File: src/rtl/tsc_pkg.sv
package tsc_pkg;
  localparam int COARSE_W = 13;
  localparam int FINE_W   = 12;

  typedef enum logic { RAMP_A = 1'b0, RAMP_B = 1'b1 } ramp_t;
endpackage

File: src/rtl/tsc_hit_latch.sv
module tsc_hit_latch
  import tsc_pkg::*;
#(
  parameter int CW = COARSE_W
) (
  input  logic          clk,
  input  logic          rst_n,
  input  logic          hit,
  input  logic [CW-1:0] cnt_a,
  input  logic [CW-1:0] cnt_b,
  input  logic          in_overlap,
  input  logic          done,
  output logic          pending,
  output logic [CW-1:0] cap_a,
  output logic [CW-1:0] cap_b,
  output logic          cap_ov,
  output ramp_t         cap_ramp,
  output logic          overrun
);
  logic accept;
  logic dropped;

  assign accept  = hit && !pending;
  assign dropped = hit && pending;

  always_ff @(posedge clk or negedge rst_n) begin
    if (!rst_n) begin
      pending  <= 1'b0;
      cap_a    <= '0;
      cap_b    <= '0;
      cap_ov   <= 1'b0;
      cap_ramp <= RAMP_A;
      overrun  <= 1'b0;
    end else begin
      overrun <= dropped;
      if (accept) begin
        pending  <= 1'b1;
        cap_a    <= cnt_a;
        cap_b    <= cnt_b;
        cap_ov   <= in_overlap;
        cap_ramp <= cnt_a[0] ? RAMP_B : RAMP_A;
      end else if (done) begin
        pending <= 1'b0;
      end
    end
  end

  // an ignored hit leaves the latched state untouched
  assert_drop_keeps_capture_R7: assert property (@(posedge clk) disable iff (!rst_n)
    dropped |=> ($stable(cap_a) && $stable(cap_b) && $stable(cap_ov)));

  // the drop is reported one cycle later
  assert_overrun_pulse_R7: assert property (@(posedge clk) disable iff (!rst_n)
    dropped |=> overrun);

  // an accepted hit leaves the block pending
  assert_accept_pends_R2: assert property (@(posedge clk) disable iff (!rst_n)
    accept |=> pending);
endmodule

File: src/rtl/tsc_merge.sv
module tsc_merge
  import tsc_pkg::*;
#(
  parameter int CW = COARSE_W,
  parameter int FW = FINE_W
) (
  input  logic             clk,
  input  logic             rst_n,
  input  logic             take,
  input  logic [CW-1:0]    cap_a,
  input  logic [CW-1:0]    cap_b,
  input  logic             cap_ov,
  input  ramp_t            cap_ramp,
  input  logic [FW-1:0]    fine_a,
  input  logic [FW-1:0]    fine_b,
  output logic             ts_valid,
  output logic [CW+FW-1:0] ts_word
);
  localparam int WW = CW + FW;

  function automatic logic [CW-1:0] fix_coarse(input logic [CW-1:0] a,
                                               input logic [CW-1:0] b,
                                               input logic ov);
    logic step_back;
    step_back = ov && (a[0] != b[0]);
    return step_back ? (a - {{(CW-1){1'b0}}, 1'b1}) : a;
  endfunction

  logic [CW-1:0] coarse_fixed;
  logic [FW-1:0] fine_pick;

  assign coarse_fixed = fix_coarse(cap_a, cap_b, cap_ov);
  assign fine_pick    = (cap_ramp == RAMP_B) ? fine_b : fine_a;

  always_ff @(posedge clk or negedge rst_n) begin
    if (!rst_n) begin
      ts_valid <= 1'b0;
      ts_word  <= '0;
    end else begin
      ts_valid <= take;
      if (take) ts_word <= {coarse_fixed, fine_pick};
    end
  end

  // no overlap, coarse passes through
  assert_coarse_plain_R4: assert property (@(posedge clk) disable iff (!rst_n)
    (take && !cap_ov) |=> (ts_word[WW-1:FW] == $past(cap_a)));

  // wrap from zero to all ones
  assert_coarse_wrap_R6: assert property (@(posedge clk) disable iff (!rst_n)
    (take && cap_ov && (cap_a == '0) && cap_b[0]) |=> (ts_word[WW-1:FW] == {CW{1'b1}}));

  // ramp A chosen on even counter
  assert_ramp_a_R3: assert property (@(posedge clk) disable iff (!rst_n)
    (take && !cap_a[0]) |=> (ts_word[FW-1:0] == $past(fine_a)));

  // result valid follows the accepted strobe; R8: nothing otherwise
  assert_valid_after_take_R2: assert property (@(posedge clk) disable iff (!rst_n)
    take |=> ts_valid);
  assert_no_stray_valid_R8: assert property (@(posedge clk) disable iff (!rst_n)
    !take |=> !ts_valid);
endmodule

File: src/rtl/hit_timestamp_combiner.sv
module hit_timestamp_combiner
  import tsc_pkg::*;
#(
  parameter int CW = COARSE_W,
  parameter int FW = FINE_W
) (
  input  logic             clk,
  input  logic             rst_n,
  input  logic             hit,
  input  logic [CW-1:0]    cnt_a,
  input  logic [CW-1:0]    cnt_b,
  input  logic             in_overlap,
  input  logic             fine_valid,
  input  logic [FW-1:0]    fine_a,
  input  logic [FW-1:0]    fine_b,
  output logic             ts_valid,
  output logic [CW+FW-1:0] ts_word,
  output logic             overrun
);
  logic          pending;
  logic          take;
  logic [CW-1:0] cap_a;
  logic [CW-1:0] cap_b;
  logic          cap_ov;
  ramp_t         cap_ramp;

  assign take = fine_valid && pending;

  tsc_hit_latch #(.CW(CW)) u_latch (
    .clk        (clk),
    .rst_n      (rst_n),
    .hit        (hit),
    .cnt_a      (cnt_a),
    .cnt_b      (cnt_b),
    .in_overlap (in_overlap),
    .done       (take),
    .pending    (pending),
    .cap_a      (cap_a),
    .cap_b      (cap_b),
    .cap_ov     (cap_ov),
    .cap_ramp   (cap_ramp),
    .overrun    (overrun)
  );

  tsc_merge #(.CW(CW), .FW(FW)) u_merge (
    .clk      (clk),
    .rst_n    (rst_n),
    .take     (take),
    .cap_a    (cap_a),
    .cap_b    (cap_b),
    .cap_ov   (cap_ov),
    .cap_ramp (cap_ramp),
    .fine_a   (fine_a),
    .fine_b   (fine_b),
    .ts_valid (ts_valid),
    .ts_word  (ts_word)
  );

  // a strobe completes the pending hit
  assert_strobe_clears_R2: assert property (@(posedge clk) disable iff (!rst_n)
    (take && !hit) |=> !pending);
endmodule

File: config.mk
export PLATFORM = sky130hd
export DESIGN_NAME = hit_timestamp_combiner
export DESIGN_NICKNAME = d
export VERILOG_FILES = /design/src/rtl/tsc_pkg.sv /design/src/rtl/tsc_hit_latch.sv /design/src/rtl/tsc_merge.sv /design/src/rtl/hit_timestamp_combiner.sv
export SDC_FILE = /design/constraint.sdc
export NUM_CORES = 1
export LEC_CHECK = 0
export BUFFER_PORTS_ARGS = -buffer_cell sky130_fd_sc_hd__buf_4
export CORE_MARGIN = 4
export CORE_UTILIZATION = 35
export DETAILED_ROUTE_END_ITERATION = 12
export GPL_ROUTABILITY_DRIVEN = 1
export GPL_TIMING_DRIVEN = 0
export PLACE_DENSITY_LB_ADDON = 0.08
export SYNTH_ARGS = -nofsm -noshare
export SYNTH_HDL_FRONTEND = slang
export SYNTH_SLANG_ARGS = --single-unit
File: constraint.sdc
create_clock -name clk -period 2.7 [get_ports clk]
set_clock_uncertainty 0.1 [all_clocks]
set_input_delay 0.135 -clock clk [delete_from_list [all_inputs] [get_ports clk]]
set_output_delay 0.135 -clock clk [all_outputs]
set_load 0.01 [all_outputs]
; ---- Yosys cells after proc, flatten, opt, wreduce, memory -nomap -nowiden
; Index checks and enable logic that the tools add are counted.
[op_classes]
add_sub_neg = 1
mul = 0
div = 0
magnitude_cmp = 0
eq_ne = 1
shift = 0
muxes = 5
bitwise_logic = 0
n_reduce_logical = 6
[ops]
columns = op, n
row1 = 13-bit two-way mux, 1
row2 = "13-bit by 1-bit subtractor with 13-bit output, second input constant", 1
row3 = 12-bit two-way mux, 1
row4 = 1-bit logical AND, 4
row5 = 1-bit two-way mux, 3
row6 = 2-bit nonzero test, 1
row7 = 1-bit logical NOT, 1
row8 = 1-bit != test, 1
[word_totals]
reg_bits = 44
latchBits = 0
ram_bits = 0
romBits = 0
inputBits = 55
out_inout_bits = 27
memories = 0

; ---- Depth between registers and ports, before layout
; Gate-level depths: netlist (run 1).
[logic_depth]
ltp_word = 3
ltp_mapped = 8
ltp_nobuf = 6

; ---- By module
; Synthesis (run 1) repeated with hierarchy kept, for this count alone.
[hier_totals]
hier_cells = 197
hier_area_um2 = 2518.7
[modules_own_cells]
columns = mod, instances, cells_each, area_per_inst_um2, seq_area_each_um2
row1 = tsc_merge, 1, 132, 1323.8, 650.6
row2 = tsc_hit_latch, 1, 64, 1188.6, 725.7
row3 = hit_timestamp_combiner, 1, 1, 6.3, 0.0

; ---- Least setup slack after synthesis (run 1)
; Ideal clock, no wire load.
[synth_path]
kind = reg2reg
startpoint = reg u_latch.cap_a[0]
endpoint = reg u_merge.ts_word[22]
setup_ps = 137
t_arrival_ps = 1519
required_time_ps = 2463
slack_ps = 944
path_stages_with_launch = 9
cell_sequence = dfrtp_1 buf_6 buf_2 inv_1 ha_1 and4bb_1 nand4_1 xor2_1 a21oi_1
[synth_via]
elab_chain_len = 3
elab_cells_between_ends = 4
cone_classes = 1 x add/sub / 1 x eq/ne / 1 x mux / 1 x reduce/logical
[synth_rtl]
columns = item, line_no
row1 = start: declaration, tsc_hit_latch.sv:14  ; output logic [CW-1:0] cap_a,
row2 = start signal: assignment, tsc_hit_latch.sv:38  ; cap_a <= cnt_a;
row3 = "parallel branches: the longest is 2 deep, another holds 13-bit by 1-bit subtractor with 13-bit output", n/a
row4 = 13-bit two-way mux (*), tsc_merge.sv:26  ; return step_back ? (a - {{(CW-1){1'b0}}, 1'b1}) : a;
row5 = end signal: assignment, tsc_merge.sv:41  ; if (take) ts_word <= {coarse_fixed, fine_pick};
row6 = end: declaration, tsc_merge.sv:17  ; output logic [CW+FW-1:0] ts_word
; Mark *: on every way between the ends.
; A chain may end at the register's enable or synchronous reset.

; ---- Worst setup path after layout (run 1)
[layout_path]
startpoint = reg u_latch.cap_a[0]
endpoint = reg u_merge.ts_word[18]
; The elaborated chain is that of the path after synthesis.

==> impl_metrics.json, run 1 <==
{
  "wirelength_um": 4680,
  "p_int_w": 0.00146,
  "synth_area_per_cell_um2": 11.5,
  "reg2reg_from": "u_latch.cap_a[0]",
  "cts_inserted_buffers": 5,
  "die_h_um": 83.5,
  "status": "completed",
  "wl_met3_um": 350,
  "min_path_type": "in -> reg",
  "overflow": 0,
  "cts_resized": 0,
  "power_leakage_nw": 1.29,
  "end_kind": "flip-flop",
  "yosys.area.top_type": "dfrtp_1",
  "clock.fmax_ghz": 0.482,
  "holdBufCountCts": 17,
  "path_cells": "buf_6, buf_2, inv_1, ha_1, and4bb_1, nand3_1, xor2_1, a21oi_1",
  "ios": 82,
  "clkTransAtPathRegs_ns": 0.08,
  "fin_crit_sh_pct": 76.8,
  "wl_met1_um": 1970,
  "grt_max_degree": 44,
  "path_class": "reg -> reg",
  "antenna_found_initial": 0,
  "pre_cts_ws_ns": 0.621,
  "required_ns": 2.75,
  "worstSkewPairLatency_ns": 0.29,
  "finalHoldViolCount": 0,
  "num_antenna_cells": 0,
  "drive_gt1_share_pct": 38.1,
  "pwr-share-comb_pct": 34.7,
  "die_x_um": 83.5,
  "grt_pass1_vias": 1710,
  "die_area_um2": 6970,
  "p_sw_w": 0.000692,
  "grtUsageTotal_pct": 14.4,
  "maxSlewHeadroom_pct": 63.9,
  "cts_tree": "yes",
  "crit_end": "u_merge.ts_word[18]",
  "rsz0062_at_grt": "no",
  "cts_buffer_depth": 2,
  "ys_types": 28,
  "syn_inst": 174,
  "timing.final.crit_period_ns": 2.07,
  "cts_setup_buffers": 0,
  "ir_drop_mv": 0.422,
  "tightest_slew_ns": 0.541,
  "setup_tns_ns": 0,
  "power_w": 0.00215,
  "synthTopCellsByArea": "dfrtp_1 (54%), mux2_2 (7.9%), mux2i_1 (6.5%), a21oi_1 (6.3%), nor2_1 (4.9%)",
  "drt_iter0_markers": 61,
  "dr_wl_met2_um": 2340,
  "cts_root_buf": "clkbuf_8",
  "swShare_pct": 32.1,
  "via_per_inst": 4.65,
  "htree_levels": 2,
  "wl_per_cell_um": 13.8,
  "cp.arrival_ns": 2.12,
  "ant_nets": 0,
  "timing.rr.end": "u_merge.ts_word[18]",
  "fin_nets": 323,
  "dp_cells": 315,
  "setup_viol": 0,
  "core_um2": 5510,
  "worst_slack_ns": 0.627,
  "rr_worst_depth": 8,
  "vias": 1582,
  "rows": 27,
  "netlist_area_um2": 1990,
  "yosysSeqAreaShare_pct": 54.0,
  "crit_path_start_kind": "flip-flop",
  "grt_pass1_wl_um": 8130,
  "pwr-share-clk_pct": 20.9,
  "fin_cells": 340,
  "port_buffers": 69,
  "cpPeakStageDelay_ns": 0.35,
  "worst-r2r-setup-slack_ns": 0.63,
  "maxCapViolCount": 0,
  "initial_core_util_pct": 36.2,
  "min-delay-start": "fine_valid",
  "drcViolationCount": 0,
  "yosysTopAreaCellShare_pct": 54.0,
  "startpoint": "u_latch.cap_a[0]",
  "route.top_layer_used": "met4",
  "worstPathMaxFanout": 10,
  "gp_congestion": 0.747,
  "area_growth_pct": 44.0,
  "hpwl_um": 3400,
  "synth_seq_cells": 43,
  "synth_nets": 230,
  "maxSlewViolCount": 0,
  "seqPwrFrac_pct": 44.4,
  "dr.pass1.iters": 4,
  "slowest_stage": "dfrtp_1",
  "clkSinkCount": 43,
  "p_per_area_nw_per_um2": 749,
  "ys_warn_count": 0
}
## cells by family (layout without fill, tap and decap cells)
logic type	Yosys count	after routing	share of synthesized area [%]
AOI/OAI and AO/OA	29	29	7.47
DFF	43	43	54.0
and+or+nand+nor	48	48	13.9
adders and majority gates	1	1	0.627
xor gates and xnor gates	12	12	6.21
buffers and inverters	14	108	3.45
muxes	27	27	14.4
## worst max-delay path, delay by kind of cell (launching register included)
family | cells | cell delay [ns]
and+or+nand+nor | 2 | 0.38
adders and majority gates | 1 | 0.21
AOI/OAI and AO/OA | 1 | 0.10
buffers and inverters | 3 | 0.59
DFF | 1 | 0.35
xor gates and xnor gates | 1 | 0.20
## routing by layer
metal	vias to the layer above	GRT usage [%]
li1	786	-
met1	748	17.0
met2	46	25.0
met3	2	5.03
met4	0	3.95
met5	-	0
## cell usage in the layout, fill, tap and decap left out, drive strengths merged
cell / n
mux2: 14
a21o: 1
clkbuf: 10
a31oi: 1
and4bb: 1
o21ai: 2
nor2: 26
nor3b: 2
nor4: 2
nand2: 3
buf: 78
dlygate4sd3: 17
and2: 2
ha: 1
nor3: 1
nand4: 3
mux2i: 13
a21oi: 25
nand3b: 2
nand3: 3
xor2: 12
nand4b: 2
nor2b: 1
inv: 3
dfrtp: 43
## per-stage QoR
step           utilization, %  hold WS (ns)  area (um^2)
5_1_grt                  52.2        0.0205         2870
3_5_place_dp             47.3        0.0678         2600
3_3_place_gp             47.3        0.0670         2600
6_report                 52.2        0.0256         2870
4_1_cts                  52.2        0.0180         2870
2_1_floorplan               -        -0.261         1990
## power by group through the flow
stage | clock network [W] | registers [W] | logic [W]
global placement | 0 | 0.000967 | 0.000734
global route | 0.000496 | 0.000986 | 0.000822
floorplan | 0 | 0.00101 | 0.000347
detailed placement | 0 | 0.000973 | 0.000742
CTS | 0.000465 | 0.000959 | 0.000763
finish | 0.000450 | 0.000956 | 0.000746
## how the worst min path moves through the flow
stage / to / slack (ns) / depth (start not counted)
after CTS: u_latch.pending / 0.02 / 3
after global placement: u_merge.ts_word[10] / 0.07 / 1
after floorplan: u_latch.cap_a[0] / -0.26 / 0
after global routing: u_latch.pending / 0.02 / 3
after detailed placement: u_merge.ts_word[10] / 0.07 / 1
final: u_latch.pending / 0.03 / 3
## registers in the layout, indices dropped and copies added (netlist names)
signal            flops
u_latch.cap_b         1
u_merge.ts_valid      1
u_latch.cap_a        13
u_latch.pending       1
u_merge.ts_word      25
u_latch.cap_ov        1
u_latch.overrun       1
## Yosys cell counts (all sizes together)
master	instances
a21o	1
and4bb	1
a31oi	1
o21ai	2
inv	3
clkbuf	2
nand4b	2
nor4	2
nand3	3
ha	1
nor2b	1
nand4	3
mux2	14
nor3	1
nand2	3
nor3b	2
dfrtp	43
a21oi	25
and2	2
mux2i	13
xor2	12
buf	9
nor2	26
nand3b	2
## final cells by class
class,instances,area [um^2]
Buffer,11,57.6
Clock buffer,8,100
Fill cell,521,2630
Inverter,3,11.3
Multi-Input combinational cell,117,850
Sequential cell,43,1080
Tap cell,72,90.1
Timing Repair Buffer,86,688
(Power assumes the default switching activity.)
==> run 2, diff against run 1 <==
==> constraint.sdc (replaced) <==
create_clock -name clk -period 2.1 [get_ports clk]
set_clock_uncertainty 0.1 [all_clocks]
set_input_delay 0.105 -clock clk [delete_from_list [all_inputs] [get_ports clk]]
set_output_delay 0.105 -clock clk [all_outputs]
set_load 0.01 [all_outputs]
==> run 2 against run 1 <==
  * Utilization grew 0.091 points
  * Sequential share of layout area shrank 0.065 points
  * Non-clock buffer count stayed put
  * Via count fell by 0.19%
  * Fmax grew 14%
  * Sequential cell count unchanged
  * Register-to-register slack worse by 0.35 ns
  * Hold slack got worse by 0.012 ns
  * Global-route usage is essentially flat
  * Highest routed layer unchanged
==> impl_metrics.json, run 2 (synthesis results as in run 1) <==
{
  "status": "completed",
  "grtUsageTotal_pct": 14.5,
  "swShare_pct": 32.1,
  "clkTransAtPathRegs_ns": 0.08,
  "htree_levels": 2,
  "final_cell_mix": "buf_4 (69), dfrtp_1 (43), nor2_1 (26)",
  "cts_tree": "yes",
  "drcViolationCount": 0,
  "drt_iter0_markers": 55,
  "setup_viol": 0,
  "grt_max_degree": 44,
  "gp_congestion": 0.747,
  "cts_setup_buffers": 0,
  "ir_drop_mv": 0.540,
  "p_sw_w": 0.000886,
  "core_um2": 5510,
  "worstPathMaxFanout": 16,
  "tightest_slew_ns": 0.540,
  "crit_end": "u_merge.ts_word[18]",
  "dr.pass1.iters": 4,
  "reg2reg_from": "u_latch.cap_a[0]",
  "hpwl_um": 3400,
  "timing.final.crit_period_ns": 1.82,
  "fin_nets": 323,
  "die_h_um": 83.5,
  "maxSlewHeadroom_pct": 64.0,
  "rsz0062_at_grt": "no",
  "die_area_um2": 6970,
  "ant_nets": 0,
  "cp.arrival_ns": 1.87,
  "pwr-share-clk_pct": 20.9,
  "p_int_w": 0.00188,
  "required_ns": 2.15,
  "min_path_cells": 3,
  "largest_reg_flops": 25,
  "cts_buffer_depth": 2,
  "cts_resized": 0,
  "p_per_area_nw_per_um2": 960,
  "clkSinkCount": 43,
  "maxSlewViolCount": 0,
  "timing.rr.end": "u_merge.ts_word[18]",
  "overflow": 0,
  "rr_worst_depth": 7,
  "setup_tns_ns": 0,
  "grt_pass1_vias": 1713,
  "antenna_found_initial": 0,
  "cts_root_buf": "clkbuf_8",
  "startpoint": "u_latch.cap_a[0]",
  "regMostFlops": "u_merge.ts_word",
  "power_leakage_nw": 1.29,
  "ios": 82,
  "path_class": "reg -> reg",
  "drive_gt1_share_pct": 37.7,
  "vias": 1579,
  "num_antenna_cells": 0,
  "via_per_inst": 4.64,
  "wirelength_um": 4650,
  "clock.fmax_ghz": 0.549,
  "area_growth_pct": 44.3,
  "end_kind": "flip-flop",
  "wl_per_cell_um": 13.7,
  "pwr-share-comb_pct": 34.6,
  "largestRegisters": "u_merge.ts_word (25), u_latch.cap_a (13)",
  "initial_core_util_pct": 36.2,
  "port_buffers": 69,
  "grt_pass1_wl_um": 8140,
  "worst-r2r-setup-slack_ns": 0.28,
  "seqPwrFrac_pct": 44.5,
  "maxCapViolCount": 0,
  "die_x_um": 83.5,
  "finalHoldViolCount": 0,
  "whs_ns": 0.0140,
  "crit_path_start_kind": "flip-flop",
  "power_w": 0.00276,
  "min_path_type": "in -> reg",
  "rows": 27,
  "cts_inserted_buffers": 5,
  "final_common_cell": "buf_4",
  "fin_crit_sh_pct": 86.7,
  "worstSkewPairLatency_ns": 0.29
}
-- run 2: cell count changes in the layout (fill, tap and decap cells not counted) --
cell	change
dlygate4sd3_1	+1
buf_2	-1
-- run 2: area by class of cell --
class | count | area (um^2)
multi-input cells | 117 | 850
plain buffers | 10 | 52.6
clock buffers | 8 | 100
well taps | 72 | 90.1
repair buffers | 87 | 698
fillers | 520 | 2630
flip-flops and latches | 43 | 1080
inverters | 3 | 11.3
-- run 2: power by group through the flow --
stage | Sequential (W) | Combinational, W | Clock (W)
floorplan | 0.00130 | 0.000446 | 0
finish | 0.00123 | 0.000957 | 0.000577
global route | 0.00127 | 0.00106 | 0.000638
detailed placement | 0.00125 | 0.000954 | 0
global placement | 0.00124 | 0.000943 | 0
CTS | 0.00123 | 0.000982 | 0.000597
-- run 2: how the worst min path moves through the flow --
stage,endpoint,from,slack [ns]
CTS,u_merge.ts_word[3],fine_a[3],0.01
global route,u_merge.ts_word[7],fine_a[7],0.01
detailed placement,u_merge.ts_word[10],rst_n,0.04
global placement,u_merge.ts_word[10],rst_n,0.04
finish,u_merge.ts_word[2],fine_a[2],0.01
floorplan,u_latch.cap_a[0],rst_n,-0.29
-- run 2: layer usage --
| layer | wire length [um] | share of wire, % | vias up | GRT usage (%) |
|---|---|---|---|---|
| met2 | 2310 | 50 | 46 | 25.0 |
| met3 | 342 | 7.4 | 2 | 5.03 |
| met1 | 1970 | 42 | 746 | 17.1 |
| met5 | 0 | 0 | - | 0 |
| met4 | 28 | 0.60 | 0 | 3.95 |
| li1 | - | - | 785 | - |
-- run 2: timing repair --
item | CTS | global route
setup endpoints to repair | 0 | 5
endpoints found under the hold margin | 60 | 0
hold buffers | 18 | 0
-- run 2: worst max-delay path, cell delays in order, from the launching register on --
cell	delay, ns
dfrtp_1	0.35
buf_6	0.24
inv_1	0.10
ha_1	0.21
and4bb_1	0.26
nand3_1	0.12
xor2_1	0.21
a21oi_1	0.10
-- run 2: through the flow --
step,setup slack [ns],util [%],cells,cell area (um^2)
after floorplan,0.344,-,174,1990
after detailed placement,0.0214,47.3,315,2600
after global routing,0.174,52.3,340,2880
after CTS,0.00549,52.4,341,2880
final,0.278,52.3,340,2880
after global placement,0.0486,47.3,315,2600
